$ cat config.mk
export PLATFORM = sky130hd
export DESIGN_NAME = imm_xu
export DESIGN_NICKNAME = d
export VERILOG_FILES = /design/src/rtl/imm_xu_pkg.sv /design/src/rtl/imm_xu_decode.sv /design/src/rtl/imm_xu_alu.sv /design/src/rtl/imm_xu.sv
export SDC_FILE = /design/constraint.sdc
export NUM_CORES = 1
export LEC_CHECK = 0
export ABC_AREA = 0
export BUFFER_PORTS_ARGS = -buffer_cell sky130_fd_sc_hd__buf_2
export CAP_MARGIN = 20
export CORE_ASPECT_RATIO = 1.2
export CORE_UTILIZATION = 50
export CTS_BUF_LIST = sky130_fd_sc_hd__clkbuf_8
export DETAILED_ROUTE_END_ITERATION = 10
export PLACE_DENSITY_LB_ADDON = 0.15
export SYNTH_ARGS = -nofsm -noshare
export SYNTH_HDL_FRONTEND = slang
export SYNTH_SLANG_ARGS = --single-unit
$ cat constraint.sdc
create_clock -name clk -period 2.76 [get_ports clk]
set_input_delay 0.276 -clock clk [delete_from_list [all_inputs] [get_ports clk]]
set_output_delay 0.276 -clock clk [all_outputs]
set_load 0.01 [all_outputs]
$ cat src/rtl/imm_xu_pkg.sv
package imm_xu_pkg;

  typedef enum logic [2:0] {
    K_UNK  = 3'd0,
    K_ANC  = 3'd1,
    K_ASR  = 3'd2,
    K_ARR  = 3'd3,
    K_AXS  = 3'd4,
    K_SKIP = 3'd5,
    K_HOLD = 3'd6
  } kind_t;

  typedef struct packed {
    logic n;
    logic v;
    logic z;
    logic c;
  } flags_t;

  localparam logic [7:0] OPC_ANC_A = 8'h0B;
  localparam logic [7:0] OPC_ANC_B = 8'h2B;
  localparam logic [7:0] OPC_ASR   = 8'h4B;
  localparam logic [7:0] OPC_ARR   = 8'h6B;
  localparam logic [7:0] OPC_AXS   = 8'hCB;
  localparam logic [7:0] OPC_RSVD  = 8'hAB;
  localparam int         NUM_SKIP  = 5;
  localparam logic [NUM_SKIP*8-1:0] OPC_SKIP_LIST = {8'h80, 8'h82, 8'h89, 8'hC2, 8'hE2};

endpackage

$ cat src/rtl/imm_xu_decode.sv
module imm_xu_decode
  import imm_xu_pkg::*;
(
  input  logic [7:0] opcode,
  output kind_t      kind
);

  logic [NUM_SKIP-1:0] skip_hit;

  for (genvar g = 0; g < NUM_SKIP; g++) begin : g_skip
    assign skip_hit[g] = (opcode == OPC_SKIP_LIST[g*8 +: 8]);
  end

  always_comb begin
    kind = K_UNK;
    if (|skip_hit) begin
      kind = K_SKIP;
    end else begin
      case (opcode)
        OPC_ANC_A, OPC_ANC_B: kind = K_ANC;
        OPC_ASR:              kind = K_ASR;
        OPC_ARR:              kind = K_ARR;
        OPC_AXS:              kind = K_AXS;
        OPC_RSVD:             kind = K_HOLD;
        default:              kind = K_UNK;
      endcase
    end
  end

endmodule

$ cat src/rtl/imm_xu_alu.sv
module imm_xu_alu
  import imm_xu_pkg::*;
#(
  parameter int W = 8
) (
  input  kind_t        kind,
  input  logic [W-1:0] a_in,
  input  logic [W-1:0] x_in,
  input  logic [W-1:0] imm,
  input  flags_t       f_in,
  output logic [W-1:0] a_out,
  output logic [W-1:0] x_out,
  output flags_t       f_out,
  output logic         used,
  output logic         unsup
);

  localparam int MSB = W - 1;
  localparam int B6  = W - 2;
  localparam int B5  = W - 3;

  logic [W-1:0] and_ai;
  logic [W-1:0] and_ax;
  logic [W:0]   diff;
  logic [W-1:0] rot;

  assign and_ai = a_in & imm;
  assign and_ax = a_in & x_in;
  assign diff   = {1'b0, and_ax} - {1'b0, imm};
  assign rot    = {f_in.c, and_ai[W-1:1]};

  always_comb begin
    a_out = a_in;
    x_out = x_in;
    f_out = f_in;
    used  = 1'b1;
    unsup = 1'b0;
    case (kind)
      K_ANC: begin
        a_out   = and_ai;
        f_out.c = and_ai[MSB];
        f_out.n = and_ai[MSB];
        f_out.z = (and_ai == '0);
      end
      K_ASR: begin
        a_out   = and_ai >> 1;
        f_out.c = and_ai[0];
        f_out.n = 1'b0;
        f_out.z = (and_ai[W-1:1] == '0);
      end
      K_ARR: begin
        a_out   = rot;
        f_out.c = rot[B6];
        f_out.v = rot[B6] ^ rot[B5];
        f_out.n = rot[MSB];
        f_out.z = (rot == '0);
      end
      K_AXS: begin
        x_out   = diff[W-1:0];
        f_out.c = ~diff[W];
        f_out.n = diff[MSB];
        f_out.z = (diff[W-1:0] == '0);
      end
      K_SKIP, K_HOLD: begin
        used = 1'b1;
      end
      default: begin
        used  = 1'b0;
        unsup = 1'b1;
      end
    endcase
  end

endmodule

$ cat src/rtl/imm_xu.sv
module imm_xu
  import imm_xu_pkg::*;
#(
  parameter int W = 8
) (
  input  logic         clk,
  input  logic         rst_n,
  input  logic         op_valid,
  input  logic [7:0]   op_code,
  input  logic [W-1:0] op_imm,
  input  logic         st_load,
  input  logic [W-1:0] st_a,
  input  logic [W-1:0] st_x,
  input  logic [3:0]   st_p,
  output logic [W-1:0] acc_o,
  output logic [W-1:0] xr_o,
  output logic         flag_n_o,
  output logic         flag_v_o,
  output logic         flag_z_o,
  output logic         flag_c_o,
  output logic         done_o,
  output logic         imm_used_o,
  output logic         unsup_o
);

  logic [W-1:0] acc_q, acc_d, xr_q, xr_d;
  flags_t       flg_q, flg_d;
  logic         done_q, done_d, used_q, used_d, unsup_q, unsup_d;

  kind_t        kind;
  logic [W-1:0] alu_a, alu_x;
  flags_t       alu_f;
  logic         alu_used, alu_unsup;
  logic         take;
  logic         reg_en;

  imm_xu_decode u_dec (
    .opcode (op_code),
    .kind   (kind)
  );

  imm_xu_alu #(.W(W)) u_alu (
    .kind  (kind),
    .a_in  (acc_q),
    .x_in  (xr_q),
    .imm   (op_imm),
    .f_in  (flg_q),
    .a_out (alu_a),
    .x_out (alu_x),
    .f_out (alu_f),
    .used  (alu_used),
    .unsup (alu_unsup)
  );

  assign take   = op_valid & ~st_load;
  assign reg_en = st_load | take;

  // next-state
  always_comb begin
    acc_d   = acc_q;
    xr_d    = xr_q;
    flg_d   = flg_q;
    done_d  = take;
    used_d  = take & alu_used;
    unsup_d = take & alu_unsup;
    if (st_load) begin
      acc_d = st_a;
      xr_d  = st_x;
      flg_d = flags_t'(st_p);
    end else if (take) begin
      acc_d = alu_a;
      xr_d  = alu_x;
      flg_d = alu_f;
    end
  end

  // architectural state, clock-enabled
  always_ff @(posedge clk or negedge rst_n) begin
    if (!rst_n) begin
      acc_q <= '0;
      xr_q  <= '0;
      flg_q <= '0;
    end else if (reg_en) begin
      acc_q <= acc_d;
      xr_q  <= xr_d;
      flg_q <= flg_d;
    end
  end

  // status pulses
  always_ff @(posedge clk or negedge rst_n) begin
    if (!rst_n) begin
      done_q  <= 1'b0;
      used_q  <= 1'b0;
      unsup_q <= 1'b0;
    end else begin
      done_q  <= done_d;
      used_q  <= used_d;
      unsup_q <= unsup_d;
    end
  end

  assign acc_o      = acc_q;
  assign xr_o       = xr_q;
  assign flag_n_o   = flg_q.n;
  assign flag_v_o   = flg_q.v;
  assign flag_z_o   = flg_q.z;
  assign flag_c_o   = flg_q.c;
  assign done_o     = done_q;
  assign imm_used_o = used_q;
  assign unsup_o    = unsup_q;

endmodule

# Yosys cells after proc, flatten, opt, wreduce, memory -nomap -nowiden
# Cells that the tools add are included.
totals:
  output_inout_bits: 23
  input_bits: 40
  reg_bits: 23
  wordCells: 67
op_classes:
  reduce_logical: 16
  n_eq_ne: 17
  n_addsub: 1
  n_mux: 15
  n_bitwise: 9
ops:
  columns: ["operator", "count"]
  rows:
  - ["$eq A8 B8 Y1 const B", 7]
  - ["$mux W8", 5]
  - ["$logic_not A8 Y1", 3]
  - ["$pmux W8 S3", 1]
  - ["$and A8 B8 Y8", 2]
  - ["$eq A8 B7 Y1 const B", 2]
  - ["$pmux W3 S5", 1]
  - ["$reduce_and A3 Y1", 4]
  - ["$eq A3 B3 Y1 const B", 3]
  - ["$sub A8 B8 Y9", 1]
  - ["$eq A8 B4 Y1 const B", 1]
  - ["$eq A8 B6 Y1 const B", 1]
  - ["$mux W4", 2]
  - ["$pmux W2 S4", 1]
  - ["$logic_not A7 Y1", 1]
  - ["$eq A3 B2 Y1 const B", 2]
  - ["$reduce_bool A2 Y1", 3]
  - ["$reduce_or A6 Y1", 1]
  - ["$reduce_bool A5 Y1", 1]
  - ["$reduce_or A5 Y1", 1]
  - ["$pmux W1 S4", 1]
  - ["$reduce_bool A4 Y1", 1]
  - ["$and A1 B1 Y1", 3]
  - ["$eq A3 B1 Y1 const B", 1]
  - ["other kinds (6)", 9]

# Logic depth before layout (Yosys ltp)
# Gate-level depths: netlist (run 1).
depth:
  word_depth: 8
  depth_mapped: 13

# Modules after synthesis
# A second synthesis (run 1) with hierarchy kept.
unflattened:
  cells_unflattened: 254
  hier_area_um2: 2011.9
by_module_without_submodules:
  columns: ["module", "n_inst", "cells_per_inst", "seq_area_each_um2", "area_per_inst_um2"]
  rows:
  - ["imm_xu", 1, 92, 575.6, 1018.5]
  - ["imm_xu_alu", 1, 146, 0.0, 864.6]
  - ["imm_xu_decode", 1, 16, 0.0, 128.9]

# Worst setup path before layout (run 1)
# No wires, ideal clock.
synth_path:
  path_type: "input port to flip-flop"
  from: "in op_code[5]"
  to: "reg flg_q (netlist bit flag_c_o)"
  arrival_ns: 2.513
  path_buffers: 1
  setup_time_ns: 0.104
  path_stages: 12
  setup_slack_ns: 0.143
  path_cell_list: "nor2b_1 and4b_1 nand2_1 o31a_1 inv_1 ha_1 clkbuf_1 or3_1 a31oi_1 and2b_1 a311oi_1 a221oi_1"
synth_via:
  elab_chain_cells: 8
  elab_cells_between_ends: 24
synth_lines:
  columns: ["element", "line", "rtl"]
  rows:
  - ["start, declared", "imm_xu.sv:9", "input logic [7:0] op_code,"]
  - ["$eq A8 B4 Y1 / $eq A8 B6 Y1 (equally long branches)", "imm_xu_decode.sv:19", "case (opcode)"]
  - ["$reduce_or A2 Y1", "imm_xu_decode.sv:19", null]
  - ["$pmux W3 S5", "imm_xu_decode.sv:19", null]
  - ["$mux W3 (*)", "imm_xu_decode.sv:16", "if (|skip_hit) begin"]
  - ["$eq A3 B3 Y1, or another cell as far along", "imm_xu_alu.sv:38", "case (kind)"]
  - ["$pmux W2 S4", "imm_xu_alu.sv:38", null]
  - ["$mux W4", "imm_xu.sv:70", "end else if (take) begin"]
  - ["$mux W4", "imm_xu.sv:66", "if (st_load) begin"]
  - ["end signal, assigned", "imm_xu.sv:86", "flg_q <= flg_d;"]
  - ["end, declared", "imm_xu.sv:27", "flags_t flg_q, flg_d;"]
# Every way passes the cells marked *; elsewhere a longest branch is shown, timed or not. The select of a mux whose other input is x is not followed.
# A chain may end at the register's enable or synchronous reset.

# Worst setup path in the final report (run 1)
layout_path:
  from: "reg acc_q[1], in the netlist acc_o[1]"
  to: "reg flg_q (netlist bit flag_z_o)"
layout_via:
  elab_chain_cells: 6
  elab_cells_between_ends: 10
layout_lines:
  columns: ["element", "line", "rtl"]
  rows:
  - ["start, declared", "imm_xu.sv:26", "logic [W-1:0] acc_q, acc_d, xr_q, xr_d;"]
  - ["start signal, assigned", "imm_xu.sv:80", "acc_q <= '0;"]
  - ["start signal, assigned", "imm_xu.sv:84", "acc_q <= acc_d;"]
  - ["$and A8 B8 Y8", "imm_xu_alu.sv:28", "assign and_ax = a_in & x_in;"]
  - ["$sub A8 B8 Y9", "imm_xu_alu.sv:29", "assign diff = {1'b0, and_ax} - {1'b0, imm};"]
  - ["$logic_not A8 Y1", "imm_xu_alu.sv:62", "f_out.z = (diff[W-1:0] == '0);"]
  - ["$pmux W2 S4 (*)", "imm_xu_alu.sv:38", null]
  - ["$mux W4 (*)", "imm_xu.sv:70", null]
  - ["$mux W4 (*)", "imm_xu.sv:66", null]
# Marks and branches as above.

==> run_results.csv, run 1 <==
group,metric,value,unit
place,port_buffers,62,
grt,grt_pass1_wl,7.631,mm
critical_path,path_class,"reg -> reg",
cells_and_area,nFillCells,346,
grt,grt_max_degree,31,
outcome,violations,"DRC",
run,maxCapViolCount,0,
floorplan,start_util,51.94,%
synthesis,syn-mean-instance-area,8.547,sq um
critical_path,worstPathRequired,2.97,ns
synthesis,netlist_instances,219,
power_and_ir_drop,ir_worst_vdd,0.0002884,V
sta,fin_skew,0.004705,ns
drt,drt-initial-drc-count,46,
synthesis,netlist_area,1872,sq um
cells_and_area,instances_no_fill,325,
place,placed_cells,320,
floorplan,placeableCoreArea,3603,sq um
clocking,h-tree-depth,1,
clocking,clkTransAtPathRegs,0.10,ns
floorplan,die-area,3993,sq um
floorplan,core.rowCount,24,
sta,hold_viol_final,0,
synthesis,syn_nets,274,
sta,setup_viol,0,
cells_and_area,nets,342,
sta,fin_crit,2.621,ns
grt,grt_overflow,0,
power_and_ir_drop,internal-power,618.3,uW
drt,wl_per_cell,14.43,um
power_and_ir_drop,p_comb_share,32.9,%
power_and_ir_drop,p_clk_share,24.9,%
critical_path,worstRegToRegCells,9,
sta,fin_crit_sh,94.96,%
synthesis,synth_cell_types,48,
floorplan,die_y,69.03,um
drt,drt_pass1_iterations,7,
critical_path,worst-endpoint-arrival,2.83,ns
grt,antenna_found_initial,0,
sta,fmax,381.6,MHz
synthesis,yosysSeqAreaShare,30.75,%
synthesis,synth_edf_count,0,
critical_path,path_max_fanout,4,
clocking,clock_sinks,23,
place,place_congestion,0.8658,
synthesis,ys_async_sr_fraction,100.0,%
synthesis,synth_seq_cells,23,
sta,relSlewSlack,62.06,%
hold_path,min_path_cells,3,
cells_and_area,layout-drive-gt1-share,29.72,%
hold_path,min_path_type,"in -> reg",
power_and_ir_drop,swShare,35.29,%
drt,wirelength,4.690,mm
grt,grt.total_usage,24.54,%
critical_path,crit_path_end_kind,"register",
critical_path,start_kind,"register",
synthesis,synthFlopType,"dfrtp_1",
floorplan,die_w,57.86,um
clocking,clockBufferDepth,2,
synthesis,ys.warnings.count,0,
drt,vias_per_cell,5.631,
floorplan,io_pins,63,
power_and_ir_drop,leakage,0.001219,uW
clocking,clock_latency,0.28,ns
place,hpwl,3.650,mm
sta,final_max_slew_viol_count,0,
drt,drc,5,
clocking,cts_tree,"done",
power_and_ir_drop,power.density,411.3,nW/um^2
cells_and_area,num_antenna_cells,0,
outcome,outcome,"finished with violations",
clocking,cts-root-buf,"clkbuf_8",
clocking,cts_buffers,3,
sta,finalWorstSetupSlack,0.1392,ns
sta,worst_pin_slew,0.5691,ns
grt,first_global_vias,1803,
power_and_ir_drop,p_sw,337.3,uW
power_and_ir_drop,p_seq_share,42.2,%
place,dp_slack,0.1047,ns
drt,antenna_left,0,
cells_and_area,syn_to_final_growth,24.13,%
power_and_ir_drop,finalPower,955.6,uW
drt,vias,1830,
## sequential cells by signal, summed over array words and instances, names as in the netlist
register    flops
acc_o           8
xr_o            8
done_o          1
flag_c_o        1
flag_n_o        1
flag_v_o        1
flag_z_o        1
imm_used_o      1
unsup_o         1
## path summary, 6_finish.rpt
kind / start / endpoint / slack, ns
worst min register to register: flag_z_o$_DFFE_PN0P_ / flag_z_o$_DFFE_PN0P_ / 0.53
worst min-delay path: st_x[5] / xr_o[5]$_DFFE_PN0P_ / 0.19
worst max-delay path: acc_o[1]$_DFFE_PN0P_ / flag_z_o$_DFFE_PN0P_ / 0.14
worst max register to register: acc_o[1]$_DFFE_PN0P_ / flag_z_o$_DFFE_PN0P_ / 0.14
min in group asynchronous: rst_n / xr_o[3]$_DFFE_PN0P_ / 0.50
max in group asynchronous: rst_n / acc_o[7]$_DFFE_PN0P_ / 1.87
## final cells by class
class,instances,area [sq um],area share [%]
clock buffers,3,41.29,1.777
clock inverters,1,7.507,0.3231
inverters,17,63.81,2.746
multi-input cells,172,1214,52.23
flip-flops and latches,23,575.6,24.77
well taps,39,48.80,2.100
repair buffers,70,372.9,16.05
## power by group through the flow
stage               combinational (uW)  sequential [uW]  clock [uW]
detailed placement                 308              410           0
global route                       349              409         248
floorplan                          176              418           0
global placement                   305              409           0
CTS                                310              403         239
finish                             314              403         238
## timing repair
action | 4_1_cts | 5_1_grt
setup buffers | 0 | 0
endpoints found under the setup margin | 0 | 1
hold buffers | 1 | 0
endpoints found under the hold margin | 23 | 0
resized for setup | 0 | 4
## critical path: stages (launching register included)
cell       delay (ns)
dfrtp_1          0.41
and2_4           0.18
ha_1             0.27
nor2b_1          0.16
o2111ai_2        0.18
nand3b_1         0.12
xor2_1           0.16
or4_1            0.53
o41a_1           0.33
o31ai_2          0.20
## kinds of logic after synthesis
logic type,after synthesis,synth area share [%]
AO/OA/AOI/OAI,54,20.05
adder cells (fa/ha/maj),15,10.43
AND/OR/NAND/NOR,77,20.12
multiplexers,20,10.76
buffers and inverters,24,5.080
XOR/XNOR,6,2.807
flip-flops,23,30.75
## per-layer routing
layer | vias up | global-route usage (%) | share of wire [%]
li1 | 908 | - | -
met1 | 854 | 26.20 | 41
met2 | 57 | 46.36 | 53
met3 | 11 | 3.189 | 3.6
met4 | 0 | 10.32 | 2.8
met5 | - | 0 | 0
## cells in the final DEF, fill, tap and decap left out, drive strengths merged, types with 4 or more instances in the layout
cell	Yosys	routed
ha	14	14
nand2b	4	4
xnor2	4	4
a21oi	5	5
mux2i	19	19
nand2	35	35
and2	8	8
o31ai	6	6
buf	2	69
nor2b	6	6
dfrtp	23	23
inv	17	17
o21ai	20	20
nor2	12	12
## synthesized netlist by cell type (2+ instances only)
master	n	share of area (%)
nor2_1	11	2.2
xnor2_1	4	1.9
nand3b_1	2	0.80
clkbuf_1	5	1.0
nand2_1	35	7.0
a21oi_1	5	1.3
nor2b_1	6	2.0
nand3_1	3	0.80
xor2_1	2	0.94
a31oi_1	3	1.0
o31ai_1	5	2.0
mux2i_1	19	10
dfrtp_1	23	31
o31a_1	2	0.94
o21ai_0	20	5.3
nand2b_1	4	1.3
inv_1	16	3.2
and2_1	8	2.7
ha_1	14	9.4
a311oi_1	3	1.4
a21o_1	2	0.80
## metrics by stage
stage          utilization (%)  setup TNS, ns  hold slack (ns)  instance area, sq um
2_1_floorplan                -              0         -0.01959                  1872
3_3_place_gp             62.50              0           0.2847                  2252
3_5_place_dp             62.50              0           0.3002                  2252
4_1_cts                  64.13              0           0.1877                  2311
5_1_grt                  64.48       -0.02857           0.2022                  2323
6_report                 64.48              0           0.1885                  2323
No activity file was read; power rests on OpenSTA's default activity.
==> inputs of run 2 (changes only) <==
Settings changed: RECOVER_POWER from default to 100.
==> run 2 against run 1 <==
- the flow still finishes with violations (DRC)
- register-to-register slack about the same
- sequential power about the same
- sequential share of layout area increased by 0.42 points
- setup slack got worse by 0.0081 ns
- critical path depth unchanged
- clock power about the same
- fmax decreased by 0.31%
- die area unchanged
- first-iteration DRC count decreased by 24%
- total power decreased by 0.97%
- global-route usage unchanged
- routed wire length increased by 0.43%
- largest power group unchanged
==> run_results.csv, run 2 (synthesized netlist as in run 1, its figures left out) <==
group,metric,value,unit
outcome,outcome,"finished with violations",
outcome,violations,"DRC",
critical_path,r2r_start,"acc_o[1]$_DFFE_PN0P_",
cells_and_area,layout-drive-gt1-share,20.28,%
sta,hold_ws,0.1903,ns
sta,worst_pin_slew,1.351,ns
critical_path,timing.reg2reg.setup_slack,0.13,ns
cells_and_area,num_antenna_cells,0,
sta,relSlewSlack,9.929,%
cells_and_area,seq_area,575.6,sq um
critical_path,r2r-end,"flag_z_o$_DFFE_PN0P_",
floorplan,core.rowCount,24,
sta,hold_viol_final,0,
drt,met3_length,139,um
critical_path,critPathMaxStageDelay,0.53,ns
hold_path,min_path_cells,3,
drt,drt_pass1_iterations,7,
floorplan,io_pins,63,
floorplan,placeableCoreArea,3603,sq um
hold_path,hp-start,"st_x[5]",
grt,first_global_vias,1803,
power_and_ir_drop,leakage,0.001130,uW
grt,grt_max_degree,31,
cells_and_area,final_common_cell,"buf_2",
critical_path,path_cells,"and2_4 -> ha_1 -> nor2b_1 -> o2111ai_2 -> nand3b_1 -> xor2_1 -> or4_1 -> o41a_1 -> o31ai_2",
clocking,cts-root-buf,"clkbuf_8",
drt,dr_wl_met2,2.498,mm
floorplan,die-area,3993,sq um
hold_path,hold-path-endpoint,"xr_o[5]$_DFFE_PN0P_",
floorplan,start_util,51.94,%
drt,vias,1822,
drt,wl_met1,1.954,mm
sta,fmax,380.4,MHz
critical_path,cp_top_family,"simple AND/OR/NAND/NOR gates",
critical_path,cp_slowest_cell,"or4_1",
clocking,clockBufferDepth,2,
drt,antenna_left,0,
place,port_buffers,62,
grt,grt_pass1_wl,7.631,mm
drt,wl_per_cell,14.49,um
cells_and_area,nFillCells,365,
critical_path,worstPathRequired,2.96,ns
sta,setup_viol,0,
clocking,cts_tree,"done",
sta,fin_skew,0.002718,ns
run,maxCapViolCount,0,
critical_path,worst-endpoint-arrival,2.83,ns
grt,grt.total_usage,24.54,%
place,placed_cell_area,2252,sq um
clocking,clock_sinks,23,
power_and_ir_drop,ir_worst_vdd,0.0002864,V
cells_and_area,stdcell_area,2285,sq um
critical_path,path_max_fanout,4,
critical_path,path_class,"reg -> reg",
sta,fin_crit,2.629,ns
clocking,h-tree-depth,1,
critical_path,crit_path_end_kind,"register",
sta,final_max_slew_viol_count,0,
sta,setup_tns,0,ns
power_and_ir_drop,power.density,414.2,nW/um^2
floorplan,die_y,69.03,um
floorplan,die_w,57.86,um
critical_path,start_kind,"register",
drt,wirelength,4.710,mm
clocking,clock_latency,0.28,ns
clocking,clkTransAtPathRegs,0.10,ns
drt,drt-initial-drc-count,35,
cells_and_area,multi_input_area,1214,sq um
grt,grt_overflow,0,
cells_and_area,nets,342,
power_and_ir_drop,finalPower,946.3,uW
clocking,cts_buffers,3,
grt,antenna_found_initial,0,
cells_and_area,syn_to_final_growth,22.06,%
sta,fin_crit_sh,95.25,%
place,hpwl,3.650,mm
drt,vias_per_cell,5.606,
cells_and_area,layout_common_cells,"37 x buf_2, 35 x nand2_1, 27 x clkbuf_1",
critical_path,path_buf_inv,0,
hold_path,min_path_type,"in -> reg",
drt,highest_layer,"met4",
place,place_congestion,0.8658,
drt,drc,5,
critical_path,worstRegToRegCells,9,
[run 2: cell types whose count changed in the layout (fill, tap and decap cells not counted)]
cell,previous run,this run
and2_1,7,6
buf_4,7,5
and2_0,0,1
buf_2,62,37
clkbuf_1,0,27
[run 2: repair_timing]
action / in CTS / in global routing
setup endpoints to repair: 0 / 1
endpoints found under the hold margin: 23 / 0
setup buffers: 0 / 0
gates resized for setup: 0 / 4
hold buffers: 1 / 0
[run 2: cell type report]
class,instances,share of cell area [%]
inverter,17,2.793
sequential,23,25.19
timing repair buffer,70,14.62
multi-input combinational,172,53.12
clock inverter,1,0.3286
tap,39,2.136
clock buffer,3,1.807
[run 2: layer usage]
metal | GRT usage (%) | up-vias
met5 | 0 | -
met4 | 10.32 | 0
met3 | 3.189 | 9
met2 | 46.36 | 40
met1 | 26.20 | 868
li1 | - | 905
[run 2: where the power goes]
part | internal [uW] | switching [uW]
clock | 103 | 134
sequential | 371 | 33.7
combinational | 135 | 169
[run 2: worst max-delay path by stage]
stage                               startpoint                    to  slack [ns]  cells past startpoint
final                     acc_o[1]$_DFFE_PN0P_  flag_z_o$_DFFE_PN0P_        0.13                      9
after CTS                 acc_o[0]$_DFFE_PN0P_  flag_z_o$_DFFE_PN0P_        0.09                     11
after global placement    acc_o[3]$_DFFE_PN0P_  flag_z_o$_DFFE_PN0P_        0.15                      9
after detailed placement  acc_o[0]$_DFFE_PN0P_  flag_z_o$_DFFE_PN0P_        0.10                     11
after global routing      acc_o[0]$_DFFE_PN0P_  flag_z_o$_DFFE_PN0P_       -0.03                     11
after floorplan                     op_code[5]  flag_c_o$_DFFE_PN0P_        0.14                     12
[run 2: stage by stage]
| stage | worst slack [ns] | cells | util (%) |
|---|---|---|---|
| 2_1_floorplan | 0.1428 | 219 | - |
| 3_3_place_gp | 0.1531 | 320 | 62.50 |
| 3_5_place_dp | 0.1047 | 320 | 62.50 |
| 4_1_cts | 0.09244 | 325 | 64.13 |
| 5_1_grt | -0.02857 | 325 | 63.40 |
| 6_report | 0.1311 | 325 | 63.40 |
[run 2: worst min-delay path, delay by kind of cell]
family / cells / cell delay, ns
buffers and inverters: 1 / 0.07
AO/OA/AOI/OAI: 1 / 0.05
AND/OR/NAND/NOR: 1 / 0.04
